==> src/rtl/pred_pkg.sv <==
package pred_pkg;
  localparam int SEL_W    = 3;
  localparam int NUM_COND = 5;

  // Selector encoding; slot s is selected by code s+1.
  typedef enum logic [SEL_W-1:0] {
    SEL_ALWAYS = 3'd0,
    SEL_B0     = 3'd1,
    SEL_B1     = 3'd2,
    SEL_B2     = 3'd3,
    SEL_A1     = 3'd4,
    SEL_A2     = 3'd5
  } sel_code_e;

  // Slots 0..2 live in bank B (index 0..2), slots 3..4 in bank A (index 1..2).
  function automatic logic slot_in_b(input int s);
    return (s < 3);
  endfunction

  function automatic int slot_index(input int s);
    return (s < 3) ? s : s - 2;
  endfunction
endpackage

==> src/rtl/pred_cond_bank.sv <==
module pred_cond_bank
  import pred_pkg::*;
#(
  parameter int DATA_W = 32,
  parameter int IDX_W  = 4
) (
  input  logic                clk,
  input  logic                rst,
  input  logic                wr_en,
  input  logic                wr_bank_b,
  input  logic [IDX_W-1:0]    wr_idx,
  input  logic [DATA_W-1:0]   wr_data,
  output logic [NUM_COND-1:0] nonzero
);
  for (genvar s = 0; s < NUM_COND; s++) begin : g_slot
    localparam logic             IN_B = slot_in_b(s);
    localparam logic [IDX_W-1:0] IDX  = IDX_W'(slot_index(s));
    logic [DATA_W-1:0] shadow_q;
    logic              hit;

    assign hit = wr_en && (wr_bank_b == IN_B) && (wr_idx == IDX);

    always_ff @(posedge clk) begin
      if (rst) begin
        shadow_q <= '0;
      end else if (hit) begin
        shadow_q <= wr_data;
      end
    end

    assign nonzero[s] = |shadow_q;
  end
endmodule

==> src/rtl/pred_sel_decode.sv <==
module pred_sel_decode
  import pred_pkg::*;
(
  input  logic [SEL_W-1:0]    sel,
  input  logic                inv,
  output logic [NUM_COND-1:0] slot_hot,
  output logic                uncond,
  output logic                illegal
);
  always_comb begin
    for (int s = 0; s < NUM_COND; s++) begin
      slot_hot[s] = (sel == SEL_W'(s + 1));
    end
    uncond  = (sel == SEL_ALWAYS) && !inv;
    illegal = ((sel == SEL_ALWAYS) && inv) || (sel > SEL_W'(NUM_COND));
  end
endmodule

==> src/rtl/pred_eval.sv <==
module pred_eval
  import pred_pkg::*;
#(
  parameter int DATA_W = 32,
  parameter int IDX_W  = 4
) (
  input  logic              clk,
  input  logic              rst,
  input  logic              issue_valid,
  input  logic [2:0]        pred_sel,
  input  logic              pred_inv,
  input  logic              is_branch,
  input  logic              wr_en,
  input  logic              wr_bank_b,
  input  logic [IDX_W-1:0]  wr_idx,
  input  logic [DATA_W-1:0] wr_data,
  output logic              commit_en,
  output logic              branch_taken,
  output logic              pred_illegal
);
  logic [NUM_COND-1:0] nonzero;
  logic [NUM_COND-1:0] slot_hot;
  logic                uncond;
  logic                illegal;
  logic                cond_true;
  logic                commit_d;

  pred_cond_bank #(.DATA_W(DATA_W), .IDX_W(IDX_W)) u_bank (
    .clk       (clk),
    .rst       (rst),
    .wr_en     (wr_en),
    .wr_bank_b (wr_bank_b),
    .wr_idx    (wr_idx),
    .wr_data   (wr_data),
    .nonzero   (nonzero)
  );

  pred_sel_decode u_dec (
    .sel      (pred_sel),
    .inv      (pred_inv),
    .slot_hot (slot_hot),
    .uncond   (uncond),
    .illegal  (illegal)
  );

  // Shadows are read before this edge's writeback lands: no forwarding.
  assign cond_true = uncond || ((|(slot_hot & nonzero)) ^ pred_inv);
  assign commit_d  = issue_valid && !illegal && cond_true;

  always_ff @(posedge clk) begin
    if (rst) begin
      commit_en    <= 1'b0;
      branch_taken <= 1'b0;
      pred_illegal <= 1'b0;
    end else begin
      commit_en    <= commit_d;
      branch_taken <= commit_d && is_branch;
      pred_illegal <= issue_valid && illegal;
    end
  end
endmodule

==> config.mk <==
export PLATFORM = sky130hd
export DESIGN_NAME = pred_eval
export DESIGN_NICKNAME = d
export VERILOG_FILES = /design/src/rtl/pred_pkg.sv /design/src/rtl/pred_cond_bank.sv /design/src/rtl/pred_sel_decode.sv /design/src/rtl/pred_eval.sv
export SDC_FILE = /design/constraint.sdc
export NUM_CORES = 1
export LEC_CHECK = 0
export ABC_AREA = 1
export BUFFER_PORTS_ARGS = -buffer_cell sky130_fd_sc_hd__buf_2
export CELL_PAD_IN_SITES_DETAIL_PLACEMENT = 1
export CELL_PAD_IN_SITES_GLOBAL_PLACEMENT = 1
export CORE_ASPECT_RATIO = 0.6
export CORE_MARGIN = 3
export CORE_UTILIZATION = 25
export DETAILED_ROUTE_END_ITERATION = 16
export GPL_TIMING_DRIVEN = 0
export PLACE_DENSITY_LB_ADDON = 0.1
export SYNTH_ARGS = -nofsm -noshare
export SYNTH_HDL_FRONTEND = slang
export SYNTH_SLANG_ARGS = --single-unit
export TNS_END_PERCENT = 100
==> constraint.sdc <==
create_clock -name clk -period 1.3 [get_ports clk]
set_clock_uncertainty 0.1 [all_clocks]
set_input_delay 0.065 -clock clk [delete_from_list [all_inputs] [get_ports clk]]
set_output_delay 0.065 -clock clk [all_outputs]
set_load 0.02 [all_outputs]
# Word-level counts from Yosys, hierarchy flattened
# Index checks and enable logic that the tools add are counted.
# word_totals
input_bits	46
output_inout_bits	3
reg_bits	163
# op_classes
eq_ne	7
n_bitwise	3
n_reduce_logical	25
magnitude_cmp	1
# op_table
cell	n
$reduce_or A32 Y1	5
$logic_and A1 B1 Y1	13
$eq A3 B2 Y1 const B	2
$eq A3 B3 Y1 const B	2
$and A5 B5 Y5	1
$reduce_or A5 Y1	1
$eq A4 B1 Y1 const B	1
$eq A4 B2 Y1 const B	1
$logic_not A4 Y1	1
$eq A3 B1 Y1 const B	1
$gt A3 B3 Y1 const B	1
$logic_not A3 Y1	1
$logic_not A1 Y1	2
$logic_or A1 B1 Y1	2
$not A1 Y1	1
$xor A1 B1 Y1	1

# Logic depth before layout (Yosys ltp)
# logic_depth
depth_word	7
mapped_depth	10
mapped_depth_nobuf	10

# Cells and area by module
# A second synthesis with hierarchy kept.
# unflattened
cells_unflattened	1307
area_unflattened_um2	7777.5
# modules_own_cells
module	cells_per_inst	seq_area_each_um2	area_each_um2	n_inst
pred_cond_bank	1268	3203.1	7522.2	1
pred_eval	25	60.1	175.2	1
pred_sel_decode	14	0.0	80.1	1

# Least setup slack after synthesis
# OpenSTA, ideal clock, no wires.
# synth_path
path_type	flip-flop to flip-flop
startpoint	reg u_bank.g_slot[3].shadow_q[22]
endpoint	reg branch_taken
setup_time_ns	0.112
slack_ns	-0.003
synth_period_minus_slack_ns	1.303
path_buffers	0
required_time_ns	1.088
arrival_ns	1.091
stages_incl_launch_ff	11
path_cell_list	dfxtp_1 -> nor2_1 -> nand2_1 -> nor2_1 -> nand2_1 -> o21ai_0 -> nand2_1 -> nor2_1 -> nand3_1 -> nand3_1 -> nor2_1
# synth_between
elab_chain_len	7
# synth_lines
item	line_no	rtl
from (decl)	pred_cond_bank.sv:18	logic [DATA_W-1:0] shadow_q;
from (signal assigned)	pred_cond_bank.sv:27	shadow_q <= wr_data;
$reduce_or A32 Y1	pred_cond_bank.sv:31	assign nonzero[s] = |shadow_q;
$and A5 B5 Y5	pred_eval.sv:47	assign cond_true = uncond || ((|(slot_hot & nonzero)) ^ pred_inv);
$reduce_or A5 Y1	pred_eval.sv:47	
$xor A1 B1 Y1	pred_eval.sv:47	
$logic_or A1 B1 Y1	pred_eval.sv:47	
$logic_and A1 B1 Y1	pred_eval.sv:48	assign commit_d = issue_valid && !illegal && cond_true;
$logic_and A1 B1 Y1	pred_eval.sv:57	branch_taken <= commit_d && is_branch;
to (signal assigned)	pred_eval.sv:57	
to (decl)	pred_eval.sv:18	output logic branch_taken,
# No other way between the ends.
# A chain may end at the register's enable or synchronous reset.

# Final worst setup path
# layout_path
startpoint	reg u_bank.g_slot[0].shadow_q[12]
endpoint	reg branch_taken
# layout_between
elab_chain_len	7
# layout_lines
item	line_no
from (decl)	pred_cond_bank.sv:18
from (signal assigned)	pred_cond_bank.sv:27
$reduce_or A32 Y1	pred_cond_bank.sv:31
$and A5 B5 Y5	pred_eval.sv:47
$reduce_or A5 Y1	pred_eval.sv:47
$xor A1 B1 Y1	pred_eval.sv:47
$logic_or A1 B1 Y1	pred_eval.sv:47
$logic_and A1 B1 Y1	pred_eval.sv:48
$logic_and A1 B1 Y1	pred_eval.sv:57
# No other way between the ends.

==> impl_metrics.tcl <==
set metrics [dict create \
    portBuffers 47 \
    end_kind "flip-flop" \
    switchingPower_mw 2.75 \
    avgSynthCellArea_sq_um 7.40 \
    grt-ovfl-total 0 \
    ir_drop_mv 0.564 \
    post-route-min-period_ps 1540 \
    whs_ps 38.0 \
    final_cells 1355 \
    fp.dieW_microns 215 \
    vias 6317 \
    ys_types 20 \
    cts-buffers-inserted 17 \
    dpl.hpwl_mm 19.2 \
    drt_iter0_drc 376 \
    internal-power_mw 8.38 \
    power.leakage_nw 3.15 \
    crit_path_max_fanout 2 \
    startpoint "u_bank.g_slot[0].shadow_q[12]" \
    min_from "pred_sel[0]" \
    maxSlewViolCount 0 \
    arrival_ps 1830 \
    fp.coreArea_sq_mm 0.0256 \
    worstSkewPairLatency_ps 460 \
    tightest_slew_ps 795 \
    wl_per_cell_microns 19.3 \
    drive_gt1_frac 0.183 \
    rr_startpoint "u_bank.g_slot[0].shadow_q[12]" \
    place_ws_ps -824 \
    synthesis.nets 933 \
    grt_usage 0.190 \
    design_area_sq_mm 0.00844 \
    hold_path.class "input port to flip-flop" \
    dpl-instance-area_sq_mm 0.00724 \
    clk_pin_slew_ps 60 \
    final_nets 1037 \
    dp_cells 1286 \
    max_freq_mhz 648 \
    fin_tns_setup_ps -447 \
    clockBufferDepth 2 \
    grt_pass1_vias 6437 \
    syn_to_final_growth_pct 28.5 \
    fp-row-count 45 \
    swShare 0.247 \
    clock-root-buffer "clkbuf_16" \
    netlist_instances 887 \
    cp.required_ps 1590 \
    yosysSeqAreaShare 0.497 \
    pwr-share-comb 0.080 \
    antenna_found_initial 0 \
    ys_warn_count 0 \
    cts_tree "built" \
    die_height_microns 132 \
    worst_slack_ps -242 \
    die-area_sq_mm 0.0283 \
    clkPwrFrac 0.466 \
    rsz0062_at_grt "true" \
    drc_errors 0 \
    finalHoldViolations 0 \
    grt_max_degree 17 \
    num_antenna_cells 0 \
    num_io_pins 49 \
    critPathLaunchType "flip-flop" \
    max_cap_violations 0 \
    crit_type "flip-flop to flip-flop" \
    drtPass1Iterations 5 \
    cts-htree-levels 4 \
    synth_area_leaders "dfxtp_1, nand2_1, nand3_1" \
    maxSlewHeadroom 0.470 \
    status "finished, violations left" \
    yosysTopAreaCell "dfxtp_1" \
    synth_seq_cells 163 \
    gp_congestion 0.786 \
    power_frac_seq 0.455 \
    final_antenna_net_count 0 \
    grt_pass1_wl_mm 40.0 \
    routed_wirelength_mm 26.2 \
    violations "setup timing" \
    synth_top_area_share 0.497 \
    power_density_mw_per_mm2 1320 \
    period_share 1.19 \
    setup_viol 2 \
    clock-sinks 163 \
    via_per_inst 4.66 \
    synth_area_sq_mm 0.00657 \
    initial_core_util 0.257 \
]
cell usage after synthesis:
| cell | n |
|---|---|
| inv_1 | 52 |
| buf_6 | 1 |
| a211oi_2 | 10 |
| nor3b_1 | 1 |
| a21oi_1 | 120 |
| nor3_2 | 1 |
| buf_1 | 1 |
| nor2_1 | 132 |
| buf_2 | 13 |
| o21bai_1 | 1 |
| nand3_1 | 127 |
| inv_2 | 2 |
| a211oi_1 | 30 |
| clkbuf_1 | 42 |
| dfxtp_1 | 163 |
| nor3_1 | 6 |
| buf_4 | 2 |
| nand2_1 | 176 |
| nor4_4 | 1 |
| o21ai_0 | 6 |
flip-flops by register name, summed over array words and instances, names as in the netlist:
register                count
u_bank.g_slot.shadow_q    160
branch_taken                1
commit_en                   1
pred_illegal                1
through the flow:
stage	power (mW)	util
2_1_floorplan	5.49	-
3_3_place_gp	5.92	0.283
3_5_place_dp	5.92	0.283
4_1_cts	11.2	0.327
5_1_grt	11.5	0.330
6_report	11.1	0.330
cell usage in the layout, fill, tap and decap left out, drive strengths merged:
master,Yosys,final
nor4,1,1
inv,54,54
o21bai,1,1
clkbuf,42,71
a21oi,120,120
nor3b,1,1
nand2,176,176
clkinv,0,2
nand3,127,127
bufinv,0,2
a211oi,40,40
o21ai,6,6
nor3,7,7
buf,17,64
dlygate4sd3,0,36
dfxtp,163,163
nor2,132,132
logic make-up (layout without fill, tap and decap cells):
logic type      Yosys count  in the layout  share of synthesized area
buf+inv                 113            229                     0.0693
flops                   163            163                      0.497
compound gates          167            167                      0.151
simple gates            444            444                      0.283
critical path, stage by stage, from the launching register on:
cell and delay, ps:
dfxtp_1 310, nor2_1 100, nand3_1 150, nor2_2 150, nand2_2 110, o21ai_2 130
nand2_1 60, o21bai_1 180, nand3_2 90, nor2_1 80
power by group through the flow:
stage          sequential, mW  clock (mW)  combinational, mW
4_1_cts                  5.06        5.29              0.878
3_3_place_gp             5.17           0              0.750
2_1_floorplan            5.17           0              0.316
5_1_grt                  5.06        5.51              0.964
3_5_place_dp             5.17           0              0.747
6_report                 5.06        5.18              0.886
final timing paths:
path                             endpoint  slack, ps  depth (start not counted)
min                             commit_en         40                          6
min reg2reg  u_bank.g_slot[0].shadow_q[9]        360                          2
max reg2reg                  branch_taken       -240                          9
max                          branch_taken       -240                          9
per-layer routing:
layer / part of all wire / global-route usage / vias up
li1: - / - / 3132
met1: 0.56 / 0.298 / 3069
met2: 0.39 / 0.260 / 100
met3: 0.043 / 0.0439 / 16
met4: 0.0086 / 0.0359 / 0
met5: 0 / 0 / -
repair_timing:
| action | 4_1_cts | 5_1_grt |
|---|---|---|
| setup endpoints to repair | 143 | 125 |
| hold buffers | 36 | 0 |
| hold endpoints to repair | 163 | 0 |
| gates resized for setup | 58 | 55 |
| pin swaps | 12 | 14 |
| setup buffers | 2 | 0 |
layout make-up:
class	count	area (sq um)
plain buffers	59	303
clock buffers	27	513
clock inverters	4	70.1
fillers	3160	17100
inverters	54	203
multi-input cells	611	3030
flip-flops and latches	163	3270
well taps	352	440
repair buffers	85	611
Note: power is estimated with default switching activity, not from simulation.
